==> src/rtl/exc_seq_pkg.sv <==
// Package: shared exception class encoding for the precise exception sequencer.
// Assumes: classes are one-hot so that a downstream decoder needs one gate each.
package exc_seq_pkg;
    typedef enum logic [2:0] {
        EXC_NONE  = 3'b000,
        EXC_FETCH = 3'b001,
        EXC_DX    = 3'b010,
        EXC_TRACE = 3'b100
    } exc_class_e;
endpackage

==> src/rtl/exc_age_calc.sv <==
// Module: modular distance of a tag from the oldest uncompleted tag.
// Assumes: WINDOW <= 2**TAG_W; tags outside the window are not in flight.
module exc_age_calc #(
    parameter int TAG_W  = 4,
    parameter int WINDOW = 8
) (
    input  logic [TAG_W-1:0] head_i,
    input  logic [TAG_W-1:0] tag_i,
    output logic [TAG_W-1:0] dist_o,
    output logic             in_win_o
);
    localparam logic [TAG_W:0] WIN_L = WINDOW[TAG_W:0];

    // Distance wraps naturally in TAG_W bits; window check on a widened copy.
    always_comb begin
        dist_o   = tag_i - head_i;
        in_win_o = ({1'b0, dist_o} < WIN_L);
    end
endmodule

==> src/rtl/exc_pend_table.sv <==
// Module: one pending-fault bit per tag value.
// Assumes: flush has priority over set, set over clear.
module exc_pend_table #(
    parameter int TAG_W = 4
) (
    input  logic             clk,
    input  logic             rst_n,
    input  logic             flush_i,
    input  logic             set_i,
    input  logic [TAG_W-1:0] set_tag_i,
    input  logic             clr_i,
    input  logic [TAG_W-1:0] clr_tag_i,
    input  logic [TAG_W-1:0] rd_tag_i,
    output logic             rd_o
);
    localparam int DEPTH = 1 << TAG_W;

    logic [DEPTH-1:0] pend_q;

    for (genvar g = 0; g < DEPTH; g++) begin : g_entry
        // Per-tag record: reset/flush clears, a report sets, a completion clears.
        always_ff @(posedge clk) begin
            if (!rst_n || flush_i)
                pend_q[g] <= 1'b0;
            else if (set_i && set_tag_i == TAG_W'(g))
                pend_q[g] <= 1'b1;
            else if (clr_i && clr_tag_i == TAG_W'(g))
                pend_q[g] <= 1'b0;
        end
    end

    // Read port for the tag now at completion.
    assign rd_o = pend_q[rd_tag_i];
endmodule

==> src/rtl/exc_arbiter.sv <==
// Module: per-cycle exception decision in priority order.
// Assumes: a completion and an empty pipeline never coincide; the completion
// presented is the oldest instruction, so its fault beats any younger one.
module exc_arbiter
    import exc_seq_pkg::*;
(
    input  logic       cmp_valid_i,
    input  logic       cmp_fault_i,
    input  logic       trace_en_i,
    input  logic       fetch_pend_i,
    input  logic       pipe_empty_i,
    input  logic       recoverable_i,
    output logic       take_o,
    output exc_class_e class_o,
    output logic       done_o,
    output logic       use_head_o,
    output logic       advance_o
);
    // Completion fault first, then trace on clean completion, then drained fetch.
    always_comb begin
        take_o     = 1'b0;
        class_o    = EXC_NONE;
        done_o     = 1'b0;
        use_head_o = 1'b0;
        advance_o  = cmp_valid_i && !cmp_fault_i;
        if (cmp_valid_i && cmp_fault_i) begin
            take_o  = 1'b1;
            class_o = EXC_DX;
        end else if (cmp_valid_i && trace_en_i) begin
            take_o  = 1'b1;
            class_o = EXC_TRACE;
            done_o  = 1'b1;
        end else if (!cmp_valid_i && fetch_pend_i && pipe_empty_i && recoverable_i) begin
            take_o     = 1'b1;
            class_o    = EXC_FETCH;
            use_head_o = 1'b1;
        end
    end
endmodule

==> src/rtl/exc_precise_seq.sv <==
// Module: precise exception recognition sequencer (top).
// Collects fetch faults, per-tag execute faults and trace events, and emits a
// registered one-cycle take pulse with class, tag and completed flag.
// Assumes: in-order completion with cmp_tag_i equal to the oldest tag.
module exc_precise_seq
    import exc_seq_pkg::*;
#(
    parameter int TAG_W  = 4,
    parameter int WINDOW = 8
) (
    input  logic             clk,
    input  logic             rst_n,
    input  logic             fetch_fault_i,
    input  logic             xrep_valid_i,
    input  logic [TAG_W-1:0] xrep_tag_i,
    input  logic             cmp_valid_i,
    input  logic [TAG_W-1:0] cmp_tag_i,
    input  logic             trace_en_i,
    input  logic             pipe_empty_i,
    input  logic             recoverable_i,
    output logic             halt_dispatch_o,
    output logic             take_o,
    output logic [2:0]       take_class_o,
    output logic [TAG_W-1:0] take_tag_o,
    output logic             take_done_o
);
    logic [TAG_W-1:0] head_q;
    logic             fetch_pend_q;
    logic             take_q;
    exc_class_e       class_q;
    logic [TAG_W-1:0] tag_q;
    logic             done_q;

    logic [TAG_W-1:0] xrep_dist;
    logic             xrep_in_win;
    logic             rec_fault;
    logic             cmp_fault;
    logic             take_now;
    exc_class_e       class_now;
    logic             done_now;
    logic             use_head;
    logic             advance;

    exc_age_calc #(.TAG_W(TAG_W), .WINDOW(WINDOW)) u_age (
        .head_i   (head_q),
        .tag_i    (xrep_tag_i),
        .dist_o   (xrep_dist),
        .in_win_o (xrep_in_win)
    );

    exc_pend_table #(.TAG_W(TAG_W)) u_pend (
        .clk       (clk),
        .rst_n     (rst_n),
        .flush_i   (take_now),
        .set_i     (xrep_valid_i && xrep_in_win),
        .set_tag_i (xrep_tag_i),
        .clr_i     (advance),
        .clr_tag_i (cmp_tag_i),
        .rd_tag_i  (cmp_tag_i),
        .rd_o      (rec_fault)
    );

    // A completing instruction is faulty if recorded or reported this cycle.
    assign cmp_fault = rec_fault || (xrep_valid_i && xrep_in_win && xrep_tag_i == cmp_tag_i);

    exc_arbiter u_arb (
        .cmp_valid_i   (cmp_valid_i),
        .cmp_fault_i   (cmp_fault),
        .trace_en_i    (trace_en_i),
        .fetch_pend_i  (fetch_pend_q),
        .pipe_empty_i  (pipe_empty_i),
        .recoverable_i (recoverable_i),
        .take_o        (take_now),
        .class_o       (class_now),
        .done_o        (done_now),
        .use_head_o    (use_head),
        .advance_o     (advance)
    );

    // Oldest uncompleted tag follows the completion stream.
    always_ff @(posedge clk) begin
        if (!rst_n)
            head_q <= '0;
        else if (advance)
            head_q <= cmp_tag_i + TAG_W'(1);
    end

    // Fetch fault record: set on detection, dropped by any take.
    always_ff @(posedge clk) begin
        if (!rst_n || take_now)
            fetch_pend_q <= 1'b0;
        else if (fetch_fault_i)
            fetch_pend_q <= 1'b1;
    end

    // Registered take outputs, a pulse per decision.
    always_ff @(posedge clk) begin
        if (!rst_n) begin
            take_q  <= 1'b0;
            class_q <= EXC_NONE;
            tag_q   <= '0;
            done_q  <= 1'b0;
        end else begin
            take_q  <= take_now;
            class_q <= class_now;
            tag_q   <= use_head ? head_q : cmp_tag_i;
            done_q  <= done_now;
        end
    end

    // Halt at once on a fetch fault, hold while pending and through the pulse.
    assign halt_dispatch_o = fetch_fault_i || fetch_pend_q || take_q;
    assign take_o          = take_q;
    assign take_class_o    = class_q;
    assign take_tag_o      = tag_q;
    assign take_done_o     = done_q;

    // Distance is computed for the window check; keep its full value observable.
    logic unused_dist;
    assign unused_dist = ^xrep_dist;
endmodule

==> config.mk <==
export PLATFORM = sky130hd
export DESIGN_NAME = exc_precise_seq
export DESIGN_NICKNAME = d
export VERILOG_FILES = /design/src/rtl/exc_seq_pkg.sv /design/src/rtl/exc_age_calc.sv /design/src/rtl/exc_pend_table.sv /design/src/rtl/exc_arbiter.sv /design/src/rtl/exc_precise_seq.sv
export SDC_FILE = /design/constraint.sdc
export NUM_CORES = 1
export LEC_CHECK = 0
export ABC_AREA = 1
export BUFFER_PORTS_ARGS = -buffer_cell sky130_fd_sc_hd__buf_2
export CAP_MARGIN = 40
export CORE_ASPECT_RATIO = 0.9
export CORE_MARGIN = 3
export CORE_UTILIZATION = 51
export CTS_BUF_LIST = sky130_fd_sc_hd__clkbuf_4 sky130_fd_sc_hd__clkbuf_8 sky130_fd_sc_hd__clkbuf_16
export DETAILED_ROUTE_END_ITERATION = 7
export PLACE_DENSITY_LB_ADDON = 0.3
export SLEW_MARGIN = 20
export SYNTH_ARGS = -nofsm -noshare
export SYNTH_HDL_FRONTEND = slang
export SYNTH_SLANG_ARGS = --single-unit
==> constraint.sdc <==
create_clock -name clk -period 1.6 [get_ports clk]
set_input_delay 0.32 -clock clk [delete_from_list [all_inputs] [get_ports clk]]
set_output_delay 0.32 -clock clk [all_outputs]
set_load 0.02 [all_outputs]
==> impl.org <==
** Run status
- Result of the run :: complete, but fails checks
- Failing checks :: negative setup slack

** Worst setup path
- The most numerous cell type found on the critical path is sky130_fd_sc_hd__nand2_4.
- CP Class :: reg2reg
- Maximum net fanout on the critical path :: 4
- For this design, the slowest cell found on the critical path is sky130_fd_sc_hd__dfxtp_2.
- In this design, the stage delay of the slowest critical-path cell is between 0.3 and 0.4 ns.
- CP endpoint kind :: flip-flop
- At the worst endpoint, the arrival time is about 1.9 ns.
- For the worst setup path, the data required time is 1.82 ns.
- The worst register-to-register path ends at fetch_pend_q.
- Critical Path Start Type :: flip-flop
- The critical path goes through inv_2 -> ha_4 -> a21oi_2 -> nand2_2 -> nand2_2 -> nand2_4 -> nand3_4 -> nand2_4 -> nand2_4 -> nand3_4 -> clkbuf_16 -> a21oi_2.
- Worst r2r src :: head_q[2]
- Across all register-to-register paths, the minimum setup slack is -0.09 ns.
- Counting cells, the worst reg-to-reg path comes to 12.

** Clock network
- Clock tree synthesis inserted a total of 5 buffers.
- Library cell used as clock root buffer :: sky130_fd_sc_hd__clkbuf_8
- Worst-Skew Late Latency :: 0.29 ns
- TritonCTS built the clock tree.
- In this run the deepest clock path goes through 2 buffers.
- Clock Sink Count :: 29
- Quantity of hold-fixing buffers added after cts :: 0
- H-tree level count :: 2
- After clock tree synthesis, the clock-pin slew on the worst setup and hold paths is 0.06 ns.

** Cells and area
- Most common cell after layout, fill and taps aside :: sky130_fd_sc_hd__nand2_1
- After routing the design area is 0.00248 mm^2.
- Area growth from synthesis to layout :: 36.0%
- Most frequent cells in the layout :: sky130_fd_sc_hd__nand2_1, sky130_fd_sc_hd__inv_1, sky130_fd_sc_hd__dfxtp_1
- The number of antenna diodes in the final layout is 0.
- Cells with a size suffix above 1 make up between 30% and 40% of the layout.
- In the final design database the tool counted 357 nets.

** Synth
- Yosys printed 0 warnings.
- Mapped Nets :: 303
- Counting flops and latches in the post-synthesis netlist gives 29.
- The number of different library cells used by synthesis comes to 24.
- Sequential elements use between 30% and 40% of the synthesized area.
- Average cell area after synthesis :: ~6.5 um^2
- Post-Syn Instances :: between 200 and 300
- Post-Synthesis Cell Area :: 0.00182 mm^2

** Floorplan
- Initial core utilization :: 56.3%
- Standard cell core area :: 0.00323 mm^2
- Area of the die :: 0.00433 mm^2
- Std-Cell Rows :: 19
- Floorplan die height :: 62.7 um
- Ports :: 26
- The die is roughly 70 um wide.

** Routing
- The detail route stage leaves a number of antenna-violating nets equal to 0.
- Via density per instance :: 5.40
- Dividing the detail-routed wire length by the instance count gives 14.2 um.
- Initial DRT Pass Iterations :: 4
- Wirelength, routed :: 5.38 mm
- DRC violation count after routing :: 0
- In this run, the number of DRC markers left after iteration 0 of detailed routing was 293.
- DR vias :: a little over 2000

** Worst hold path
- The worst hold path belongs to the class in2reg.
- HP Start :: trace_en_i
- Hold path depth :: 3
- Worst-case hold path end point :: take_done_o

** Global route
- Wire length of the first global-routing pass :: a little under 9 mm
- Antenna violations before repair :: 0
- Across every metal layer, demand over resource in global routing totals 25.1%.
- Largest net degree at the start of global routing :: 19
- GRT overflow :: 0
- Via count of the first global-routing pass :: 1849

** Timing
- Subtracting the final worst setup slack from the clock period gives 1.69 ns.
- Normalized max-slew margin :: 71.8%
- Final period utilization :: 106%
- For this run, the top clock speed supported by timing is 0.591 GHz.
- Fin. Hold Viols :: 0
- The final max-slew violation count is 0.
- Clock skew on the completed layout was measured at 0.00411 ns.
- Setup repair after global routing could not meet its margin everywhere.
- Slew of the pin with the lowest slew margin :: 0.422 ns
- After layout, the worst setup slack is -0.0932 ns.
- Setup violations remaining at the end of the flow were counted as 17.

** Placement
- In this run the cell area measured after placement is about 0.0022 mm^2.
- After legalization and detailed placement, the total HPWL measured 3.49 mm.
- At the end of routability-driven placement, the weighted congestion stood at 0.904.
- In this run the tool buffered the top-level ports with 25 buffer cells.

** Power
- Overall power consumption after layout is estimated at 2150 uW.
- Total power divided by cell area :: 868 mW/mm^2
- IR analysis of the VDD net gives a maximum drop of 0.000719 V.
- For this design the static power due to leakage is roughly 0.0011 uW.

** Flow run
- # Max-Cap Violations :: 0
[worst max-delay path: cells and delay by family, from the launching register on]
family / cells / cell delay (ns)
adder cells (fa/ha/maj): 1 / 0.21
AO/OA/AOI/OAI: 2 / 0.28
AND/OR/NAND/NOR: 7 / 0.58
flip-flops: 1 / 0.33
buffers and inverters: 2 / 0.24
[registers in the layout (all words and copies together), names as in the netlist]
name and count:
u_pend.pend_q 16, head_q 4, take_tag_o 4, take_class_o 2, fetch_pend_q 1, take_done_o 1, take_o 1
[metal layers]
| layer | up-vias | track usage [%] | wire (um) |
|---|---|---|---|
| li1 | 1007 | - | - |
| met1 | 913 | 32.5 | 2250 |
| met5 | - | 0 | 0 |
| met4 | 0 | 6.34 | 112 |
| met2 | 102 | 40.8 | 2530 |
| met3 | 18 | 7.40 | 482 |
[timing repair]
item,4_1_cts,5_1_grt
pin swaps,0,4
endpoints found under the setup margin,21,25
cloned,1,1
gates resized for setup,11,14
setup buffers,2,0
[stage by stage]
step,util (%),TNS (ns),setup slack [ns],hold slack [ns],std cells
2_1_floorplan,-,0,0.00180,0.438,281
3_3_place_gp,67.2,-4.35,-0.230,0.449,366
3_5_place_dp,67.2,-4.51,-0.255,0.457,366
4_1_cts,74.4,-0.964,-0.0605,0.273,377
5_1_grt,76.6,-3.69,-0.189,0.332,378
6_report,76.6,-1.15,-0.0932,0.326,378
[worst max path at each step]
stage,cells after the start,from,end
detailed placement,12,cmp_tag_i[0],u_pend.pend_q[12]
global route,12,head_q[2],u_pend.pend_q[13]
finish,12,head_q[2],fetch_pend_q
CTS,13,head_q[2],u_pend.pend_q[13]
global placement,12,cmp_tag_i[0],u_pend.pend_q[10]
floorplan,14,head_q[1],u_pend.pend_q[0]
[logic make-up after synthesis]
family | after synthesis | share of synthesized area (%)
fa+ha+maj | 6 | 4.12
xor+xnor | 2 | 0.962
flops | 29 | 31.9
buf+inv | 57 | 13.0
simple gates | 155 | 39.1
compound gates | 32 | 10.9
[Yosys cell counts (all sizes together)]
master,n,share of area [%]
inv,48,9.9
dfxtp,29,32
nor2,26,6.3
nor3,2,0.55
o21ai,4,1.1
ha,6,4.1
nand3b,1,0.41
nand2,85,18
nand3,23,7.3
xor2,2,0.96
nor4,1,0.34
buf,9,3.2
nand4,17,5.8
a21oi,28,9.8
[power breakdown]
part | internal (uW) | leakage (uW) | total (uW) | switching, uW
combinational | 191 | 0.000832 | 480 | 289
clock | 618 | 0.0000681 | 912 | 293
sequential | 747 | 0.000237 | 758 | 11.5
total | 1560 | 0.00114 | 2150 | 594
[layout make-up]
class | instances | area [um^2]
Tap cell | 42 | 52.6
Fill cell | 209 | 756
Multi-Input combinational cell | 195 | 1110
Sequential cell | 29 | 583
Clock inverter | 3 | 65.1
Timing Repair Buffer | 56 | 415
Clock buffer | 5 | 68.8
Inverter | 48 | 180
(Power assumes the default switching activity.)
